==> src/rtl/cam_seq_pkg.sv <==
package cam_seq_pkg;
   parameter int unsigned CAM_OPC_W  = 12;
   parameter int unsigned CAM_DATA_W = 32;

   typedef enum logic [1:0] {
      CYC_IDLE = 2'd0,
      CYC_LOAD = 2'd1,
      CYC_STAT = 2'd2,
      CYC_DATA = 2'd3
   } cyc_kind_e;

   function automatic cyc_kind_e cyc_kind(input logic valid, input logic wr, input logic av);
      if (!valid)  return CYC_IDLE;
      if (!av)     return CYC_DATA;
      if (wr)      return CYC_LOAD;
      return CYC_STAT;
   endfunction
endpackage

==> src/rtl/cam_op_classify.sv <==
module cam_op_classify #(
   parameter int unsigned OPC_W      = 12,
   parameter int unsigned CLS_W      = 4,
   parameter logic [15:0] DEFER_MASK = 16'h003E
) (
   input  logic [OPC_W-1:0] code,
   output logic             deferred
);
   localparam int unsigned N_CLS = 1 << CLS_W;

   generate
      if (CLS_W > OPC_W || CLS_W > 4) begin : g_bad_cls
         $error("cam_op_classify: class field wider than opcode or mask");
      end
   endgenerate

   logic [N_CLS-1:0] lut;
   generate
      for (genvar g = 0; g < N_CLS; g++) begin : g_lut
         assign lut[g] = DEFER_MASK[g];
      end
   endgenerate

   assign deferred = lut[code[OPC_W-1 -: CLS_W]];
endmodule

==> src/rtl/cam_ir_reg.sv <==
module cam_ir_reg #(
   parameter int unsigned OPC_W = 12
) (
   input  logic             clk,
   input  logic             rst_n,
   input  logic             load,
   input  logic [OPC_W-1:0] code_in,
   input  logic             rd_in,
   input  logic             defer_in,
   output logic [OPC_W-1:0] ir_code,
   output logic             ir_rd,
   output logic             ir_defer
);
   localparam logic [OPC_W-1:0] NOP = '0;

   always_ff @(posedge clk or negedge rst_n) begin
      if (!rst_n) begin
         ir_code  <= NOP;
         ir_rd    <= 1'b0;
         ir_defer <= 1'b0;
      end else if (load) begin
         ir_code  <= code_in;
         ir_rd    <= rd_in;
         ir_defer <= defer_in;
      end
   end

   AST_IR_CAPTURE: assert property (@(posedge clk) disable iff (!rst_n)
      load |=> (ir_code == $past(code_in) && ir_rd == $past(rd_in)));
   AST_IR_PERSIST: assert property (@(posedge clk) disable iff (!rst_n)
      !load |=> ($stable(ir_code) && $stable(ir_defer)));
   AST_CLASS_REG: assert property (@(posedge clk) disable iff (!rst_n)
      load |=> (ir_defer == $past(defer_in)));
endmodule

==> src/rtl/cam_instr_seq.sv <==
module cam_instr_seq
   import cam_seq_pkg::*;
#(
   parameter int unsigned OPC_W      = CAM_OPC_W,
   parameter int unsigned DATA_W     = CAM_DATA_W,
   parameter int unsigned CLS_W      = 4,
   parameter logic [15:0] DEFER_MASK = 16'h003E
) (
   input  logic              clk,
   input  logic              rst_n,
   input  logic [1:0]        cfg_mode,
   input  logic              cyc_valid,
   input  logic              cyc_write,
   input  logic              av_hi,
   input  logic [DATA_W-1:0] dq,
   input  logic [OPC_W-1:0]  ctl_code,
   input  logic              loc_valid,
   output logic              op_fire,
   output logic [OPC_W-1:0]  op_code,
   output logic              op_rd,
   output logic              op_data,
   output logic              stat_rd_sel,
   output logic              vb_out,
   output logic              ir_deferred
);
   localparam int unsigned SEL_BIT = OPC_W;
   localparam logic [OPC_W-1:0] NOP = '0;

   generate
      if (DATA_W <= SEL_BIT) begin : g_bad_width
         $error("cam_instr_seq: data bus must carry opcode plus flavour bit");
      end
   endgenerate

   logic      ir_mode;
   cyc_kind_e kind;
   logic      load;
   logic [OPC_W-1:0] bus_code;
   logic      bus_rd, bus_defer, ctl_defer;
   logic [OPC_W-1:0] ir_code;
   logic      ir_rd, ir_defer;

   assign ir_mode  = &cfg_mode;
   assign kind     = cyc_kind(cyc_valid, cyc_write, av_hi);
   assign load     = ir_mode && (kind == CYC_LOAD);
   assign bus_code = dq[OPC_W-1:0];
   assign bus_rd   = dq[SEL_BIT];

   cam_op_classify #(.OPC_W(OPC_W), .CLS_W(CLS_W), .DEFER_MASK(DEFER_MASK)) u_cls_bus (
      .code(bus_code), .deferred(bus_defer));
   cam_op_classify #(.OPC_W(OPC_W), .CLS_W(CLS_W), .DEFER_MASK(DEFER_MASK)) u_cls_ctl (
      .code(ctl_code), .deferred(ctl_defer));

   cam_ir_reg #(.OPC_W(OPC_W)) u_ir (
      .clk(clk), .rst_n(rst_n), .load(load), .code_in(bus_code), .rd_in(bus_rd),
      .defer_in(bus_defer), .ir_code(ir_code), .ir_rd(ir_rd), .ir_defer(ir_defer));

   assign ir_deferred = ir_defer;

   always_comb begin
      op_fire     = 1'b0;
      op_code     = NOP;
      op_rd       = 1'b0;
      op_data     = 1'b0;
      stat_rd_sel = 1'b0;
      if (!ir_mode) begin
         if (cyc_valid && ctl_code != NOP) begin
            op_fire = 1'b1;
            op_code = ctl_code;
            op_rd   = !cyc_write;
            op_data = ctl_defer;
         end
      end else begin
         unique case (kind)
            CYC_LOAD: if (!bus_defer && bus_code != NOP) begin
               op_fire = 1'b1;
               op_code = bus_code;
               op_rd   = bus_rd;
            end
            CYC_DATA: if (ir_defer && ir_code != NOP) begin
               op_fire = 1'b1;
               op_code = ir_code;
               op_rd   = ir_rd;
               op_data = 1'b1;
            end
            CYC_STAT: stat_rd_sel = 1'b1;
            default: ;
         endcase
      end
   end

   assign vb_out = op_fire && op_data && loc_valid;

   AST_LINE_NO_STAT: assert property (@(posedge clk) disable iff (!rst_n)
      !ir_mode |-> !stat_rd_sel);
   AST_STAT_EXCL: assert property (@(posedge clk) disable iff (!rst_n)
      $onehot0({op_fire, stat_rd_sel}));
   AST_DEFER_REPEAT: assert property (@(posedge clk) disable iff (!rst_n)
      (ir_mode && ir_deferred && cyc_valid && !av_hi) |-> (op_fire && op_data));
   AST_NO_FIRE_ON_DEFER_LOAD: assert property (@(posedge clk) disable iff (!rst_n)
      (ir_mode && cyc_valid && cyc_write && av_hi && op_fire) |-> !op_data);
   AST_VB_GATED: assert property (@(posedge clk) disable iff (!rst_n)
      vb_out |-> (op_fire && op_data && loc_valid));
   AST_NOP_SILENT: assert property (@(posedge clk) disable iff (!rst_n)
      op_fire |-> (op_code != NOP));
endmodule

==> config.mk <==
export PLATFORM = sky130hd
export DESIGN_NAME = cam_instr_seq
export DESIGN_NICKNAME = d
export VERILOG_FILES = /design/src/rtl/cam_seq_pkg.sv /design/src/rtl/cam_op_classify.sv /design/src/rtl/cam_ir_reg.sv /design/src/rtl/cam_instr_seq.sv
export SDC_FILE = /design/constraint.sdc
export NUM_CORES = 1
export LEC_CHECK = 0
export BUFFER_PORTS_ARGS = -buffer_cell sky130_fd_sc_hd__buf_4
export CAP_MARGIN = 0
export CORE_UTILIZATION = 43
export CTS_CLUSTER_DIAMETER = 50
export DETAILED_ROUTE_END_ITERATION = 12
export HOLD_SLACK_MARGIN = 0.12
export PLACE_DENSITY = 0.81
export SLEW_MARGIN = 20
export SYNTH_ARGS = -nofsm -noshare
export SYNTH_HDL_FRONTEND = slang
export SYNTH_SLANG_ARGS = --single-unit
==> constraint.sdc <==
create_clock -name clk -period 5.7 [get_ports clk]
set_input_delay 1.425 -clock clk [delete_from_list [all_inputs] [get_ports clk]]
set_output_delay 1.425 -clock clk [all_outputs]
set_load 0.02 [all_outputs]
* After elaboration in Yosys (flattened, before gate mapping)
Memory sizes are Yosys's and may differ from the RTL's. Index checks and enable logic that the tools add are counted. W data, S select, Z words.
Storage, ports and cells: output and inout port bits 18, logic and storage cells 55, bits in registers 14, bits in read-only memories 32, memories kept 2
Operators by class: muxes and demuxes 33, equal/unequal tests 3, magnitude comparators 2, reductions and logical operators 12
Memories:
- (name not given) | words 16, width 1, rd ports 1, clocked after memory_dff 0, write ports 0, RTL line cam_op_classify.sv:24 | assign deferred = lut[code[OPC_W-1 -: CLS_W]];
- (name not given) | words 16, width 1, rd ports 1, clocked after memory_dff 0, write ports 0, RTL line cam_op_classify.sv:24
Operators by type and width (number):
- $mux W12 | 4
- $reduce_bool A12 Y1 | 3
- $pmux W12 S2 | 1
- $mux W1 | 20
- $mux W2 | 6
- $lt A4 B5 Y1 const B | 2
- $logic_and A1 B1 Y1 | 6
- $eq A2 B2 Y1 const B | 2
- $pmux W1 S2 | 2
- $eq A2 B1 Y1 const B | 1
- $logic_not A1 Y1 | 2
- $reduce_and A2 Y1 | 1

* Logic depth before layout (Yosys ltp)
depth after elaboration 12, depth in mapped cells 5, gate-level depth less buffers 4

* Hierarchy
Synthesis repeated with hierarchy kept, for this count alone.
Unflattened totals: cell total of the unflattened synthesis 92, area, all modules 940.9 um^2
By module, submodules not included:
- cam_ir_reg | sequential area each 350.3 um^2, area an instance 519.2 um^2, cells an instance 29, times used 1
- cam_instr_seq | sequential area each 0.0 um^2, area an instance 396.6 um^2, cells an instance 59, times used 1
- cam_op_classify | sequential area each 0.0 um^2, area an instance 12.5 um^2, cells an instance 2, times used 2

* Worst setup path before layout
No wires, ideal clock.
path type input to output, start in dq[9], end out op_rd, setup slack 1.702 ns, path buffers 0, arrival time 2.573 ns, cell stages on the path 4, data required time 4.275 ns, cell sequence or3_4 > a211oi_4 > and3_2 > a221o_1
On the way: word-level cells in the longest chain between the ends 7
Ends and longest elaborated chain:
- start, declared | RTL line cam_instr_seq.sv:15 | input logic [DATA_W-1:0] dq,
- $mem_v2 Z16 W1
- $mux W1 (implied by the code) | RTL line cam_op_classify.sv:24
- $logic_not A1 Y1 | RTL line cam_instr_seq.sv:75 | CYC_LOAD: if (!bus_defer && bus_code != NOP) begin
- $logic_and A1 B1 Y1 (*) | RTL line cam_instr_seq.sv:75
- $mux W1 (*) | RTL line cam_instr_seq.sv:75
- $pmux W1 S2 (*) | RTL line cam_instr_seq.sv:74 | unique case (kind)
- $mux W1 (*) | RTL line cam_instr_seq.sv:66 | if (!ir_mode) begin
- end, declared | RTL line cam_instr_seq.sv:20 | output logic op_rd,
Mark *: on every way between the ends. The rest lies on a longest branch, timed or not. The select of a mux whose other input is x is not followed.

* Final worst setup path
start in cfg_mode[0], end out op_rd
On the way: word-level cells in the longest chain between the ends 2
Ends and longest elaborated chain:
- start, declared | RTL line cam_instr_seq.sv:11 | input logic [1:0] cfg_mode,
- $reduce_and A2 Y1 | RTL line cam_instr_seq.sv:43 | assign ir_mode = &cfg_mode;
- $mux W1 | RTL line cam_instr_seq.sv:66
Every way passes these cells.

==> flow_metrics.env <==
export IMPL_dp_slack_ns=1.29
export IMPL_crit_top_cell="buf_4"
export IMPL_rsz0062_at_grt="false"
export IMPL_min_path_type="reg -> reg"
export IMPL_synth_top_family_by_area="compound AO/OA/AOI/OAI gates"
export IMPL_synth_cell_types=35
export IMPL_die_w_um=49.2
export IMPL_via_per_inst=5.82
export IMPL_syn2layout_area_growth_pct=46.7
export IMPL_gp_congestion=0.819
export IMPL_synthesis_nets=143
export IMPL_fillerInstances=155
export IMPL_pwr_density_cell_mw_per_mm2=220
export IMPL_synth_mux_area_fraction_pct=15.3
export IMPL_num_io_pins=70
export IMPL_finalSetupViolCount=0
export IMPL_grt_start_max_net_pins=16
export IMPL_grt_pass1_wl_um=4770
export IMPL_die_height_um=49.2
export IMPL_fin_ws_ns=1.31
export IMPL_drive_gt1_share_pct=54.9
export IMPL_p_leak_nw=0.725
export IMPL_drc=0
export IMPL_die_area_mm2=0.00242
export IMPL_ir_drop_v=0.000176
export IMPL_synth_simple_area_share_pct=19.6
export IMPL_cts_sinks=14
export IMPL_fmax_mhz=228
export IMPL_clk_latency_ns=0.29
export IMPL_num_rows=16
export IMPL_cp_max_fo=10
export IMPL_drv_slew=0
export IMPL_final_hold_viol_count=0
export IMPL_io_buffer_count=50
export IMPL_fin_crit_sh_pct=77.1
export IMPL_relSlewSlack_pct=55.8
export IMPL_synth_compound_area_share_pct=25.4
export IMPL_numCtsBuffers=3
export IMPL_synth_fa_ha_area_share_pct=0
export IMPL_startpoint_type="input port"
export IMPL_finalWirelength_um=2770
export IMPL_cts_setup_buffers=0
export IMPL_status="finished, final reports clean"
export IMPL_cp_required_ns=4.28
export IMPL_netlist_instances=91
export IMPL_synth_xor_area_share_pct=0
export IMPL_cts_resized=0
export IMPL_firstDrtPassIters=4
export IMPL_grt_usage_pct=26.0
export IMPL_hpwl_um=2130
export IMPL_grt_pass1_vias=1008
export IMPL_criticalPathCategory="in -> out"
export IMPL_finClkSkew_ns=0
export IMPL_vias=995
export IMPL_grt_overflow=0
export IMPL_whs_ns=0.542
export IMPL_cts_tree="yes"
export IMPL_worst_pin_slew_ns=0.660
export IMPL_syn_area_um2=956
export IMPL_drv_cap=0
export IMPL_hold_depth=1
export IMPL_crit_path_top_delay_cell="nor3b_2"
export IMPL_antenna_found_initial=0
export IMPL_post_route_util_pct=69.4
export IMPL_drt_initial_drc_count=28
export IMPL_cp_data_arrival_time_ns=2.97
export IMPL_clkTransAtPathRegs_ns=0.09
export IMPL_fin_setup_tns_ns=0
export IMPL_syn_area_per_cell_um2=10.5
export IMPL_cts_hold_buf=0
export IMPL_synth_seq_area_share_pct=36.6
export IMPL_clock_path_buffers=2
export IMPL_start_util_pct=47.3
export IMPL_synth_seq_cells=14
export IMPL_drtAntennaViolNets=0
export IMPL_path_cells="buf_4, nand3_4, nor3b_2, and2_0, a221o_1, buf_4"
export IMPL_yosys_warnings=0
export IMPL_avgRoutedWirePerCell_um=16.2
export IMPL_antenna_cells=0
export IMPL_slowest_delay_ns=0.57
export IMPL_htreeDepth=1
export IMPL_reg2reg_depth=1
export IMPL_core_mm2=0.00202
export IMPL_finalNetCount=197
export IMPL_crit_path_end_kind="output port"
export IMPL_period_minus_slack_ns=4.39
export IMPL_cts_root_buffer="clkbuf_4"
cells by family after synthesis:
logic type / count (synthesis)
buf+inv: 7
compound gates: 28
simple gates: 29
flops: 14
mux: 13
worst max-delay path, delay by kind of cell:
kind            cells  cell delay, ns
simple gates        3            1.10
buf+inv             2            0.24
compound gates      1            0.21
worst paths after layout:
check                                 from               to  slack [ns]
min                             u_ir.ir_rd       u_ir.ir_rd        0.54
max                            cfg_mode[0]            op_rd        1.31
min reg2reg                     u_ir.ir_rd       u_ir.ir_rd        0.54
max in group asynchronous            rst_n  u_ir.ir_code[6]        4.56
max reg2reg                u_ir.ir_code[3]  u_ir.ir_code[3]        4.90
min in group asynchronous            rst_n    u_ir.ir_defer        0.96
routing by layer:
metal	share of wire, %	track usage [%]
met3	7.1	7.17
met2	50	43.4
met4	0.97	6.86
met5	0	0
met1	42	32.8
layout make-up:
cell class                 count  area [um2]  area share, %
clock buffer                   4        36.3           2.59
multi-input combinational     70         577           41.1
tap                           27        33.8           2.41
timing repair buffer          52         390           27.8
sequential                    14         350           25.0
inverter                       4        15.0           1.07
power by group:
| group | switching, mW | leakage (nW) | internal (mW) |
|---|---|---|---|
| clock | 0.0336 | 0.0210 | 0.0389 |
| sequential | 0.0177 | 0.172 | 0.122 |
| combinational | 0.0426 | 0.532 | 0.0531 |
| total | 0.0939 | 0.725 | 0.214 |
cell usage in the layout (no fill, tap or decap), drive strengths merged, types with 3 or more instances in the layout:
cell type | Yosys | layout
nor4 | 7 | 7
a22o | 7 | 7
nor2 | 3 | 3
nand2 | 4 | 4
inv | 4 | 4
clkbuf | 2 | 4
nand3 | 3 | 3
dfrtp | 14 | 14
a21o | 7 | 7
mux2 | 13 | 13
buf | 1 | 52
a222oi | 4 | 4
registers in the layout, summed over array words and instances, names as in the netlist:
| signal | count |
|---|---|
| u_ir.ir_rd | 1 |
| u_ir.ir_code | 12 |
| u_ir.ir_defer | 1 |
synth_stat cells, drive strengths merged:
cell | n | area [um2]
a222oi | 4 | 40.0
inv | 4 | 15.0
o31ai | 1 | 7.51
nand2b | 1 | 6.26
nand2 | 4 | 15.0
a32oi | 1 | 8.76
nand3 | 3 | 27.5
and3 | 1 | 7.51
o21a | 1 | 7.51
a211oi | 1 | 20.0
mux2 | 13 | 146
or3 | 1 | 11.3
nor3 | 2 | 10.0
a211o | 1 | 8.76
and2 | 2 | 15.0
buf | 1 | 5.00
nor4 | 7 | 43.8
nor3b | 1 | 12.5
nor2 | 3 | 11.3
or2 | 1 | 6.26
dfrtp | 14 | 350
a21boi | 1 | 7.51
a21o | 7 | 52.6
a22o | 7 | 65.1
nor2b | 1 | 6.26
clkbuf | 2 | 8.75
and3b | 1 | 8.76
a21oi | 2 | 10.0
nand4 | 1 | 6.26
a221o | 1 | 10.0
o21ai | 1 | 5.00
stage by stage:
step                total power, mW  instance area [um2]  instances
floorplan                     0.188                  956         91
global placement              0.233                 1370        167
detailed placement            0.236                 1370        167
CTS                           0.310                 1400        171
global route                  0.325                 1400        171
finish                        0.308                 1400        171
(Power assumes the default switching activity.)
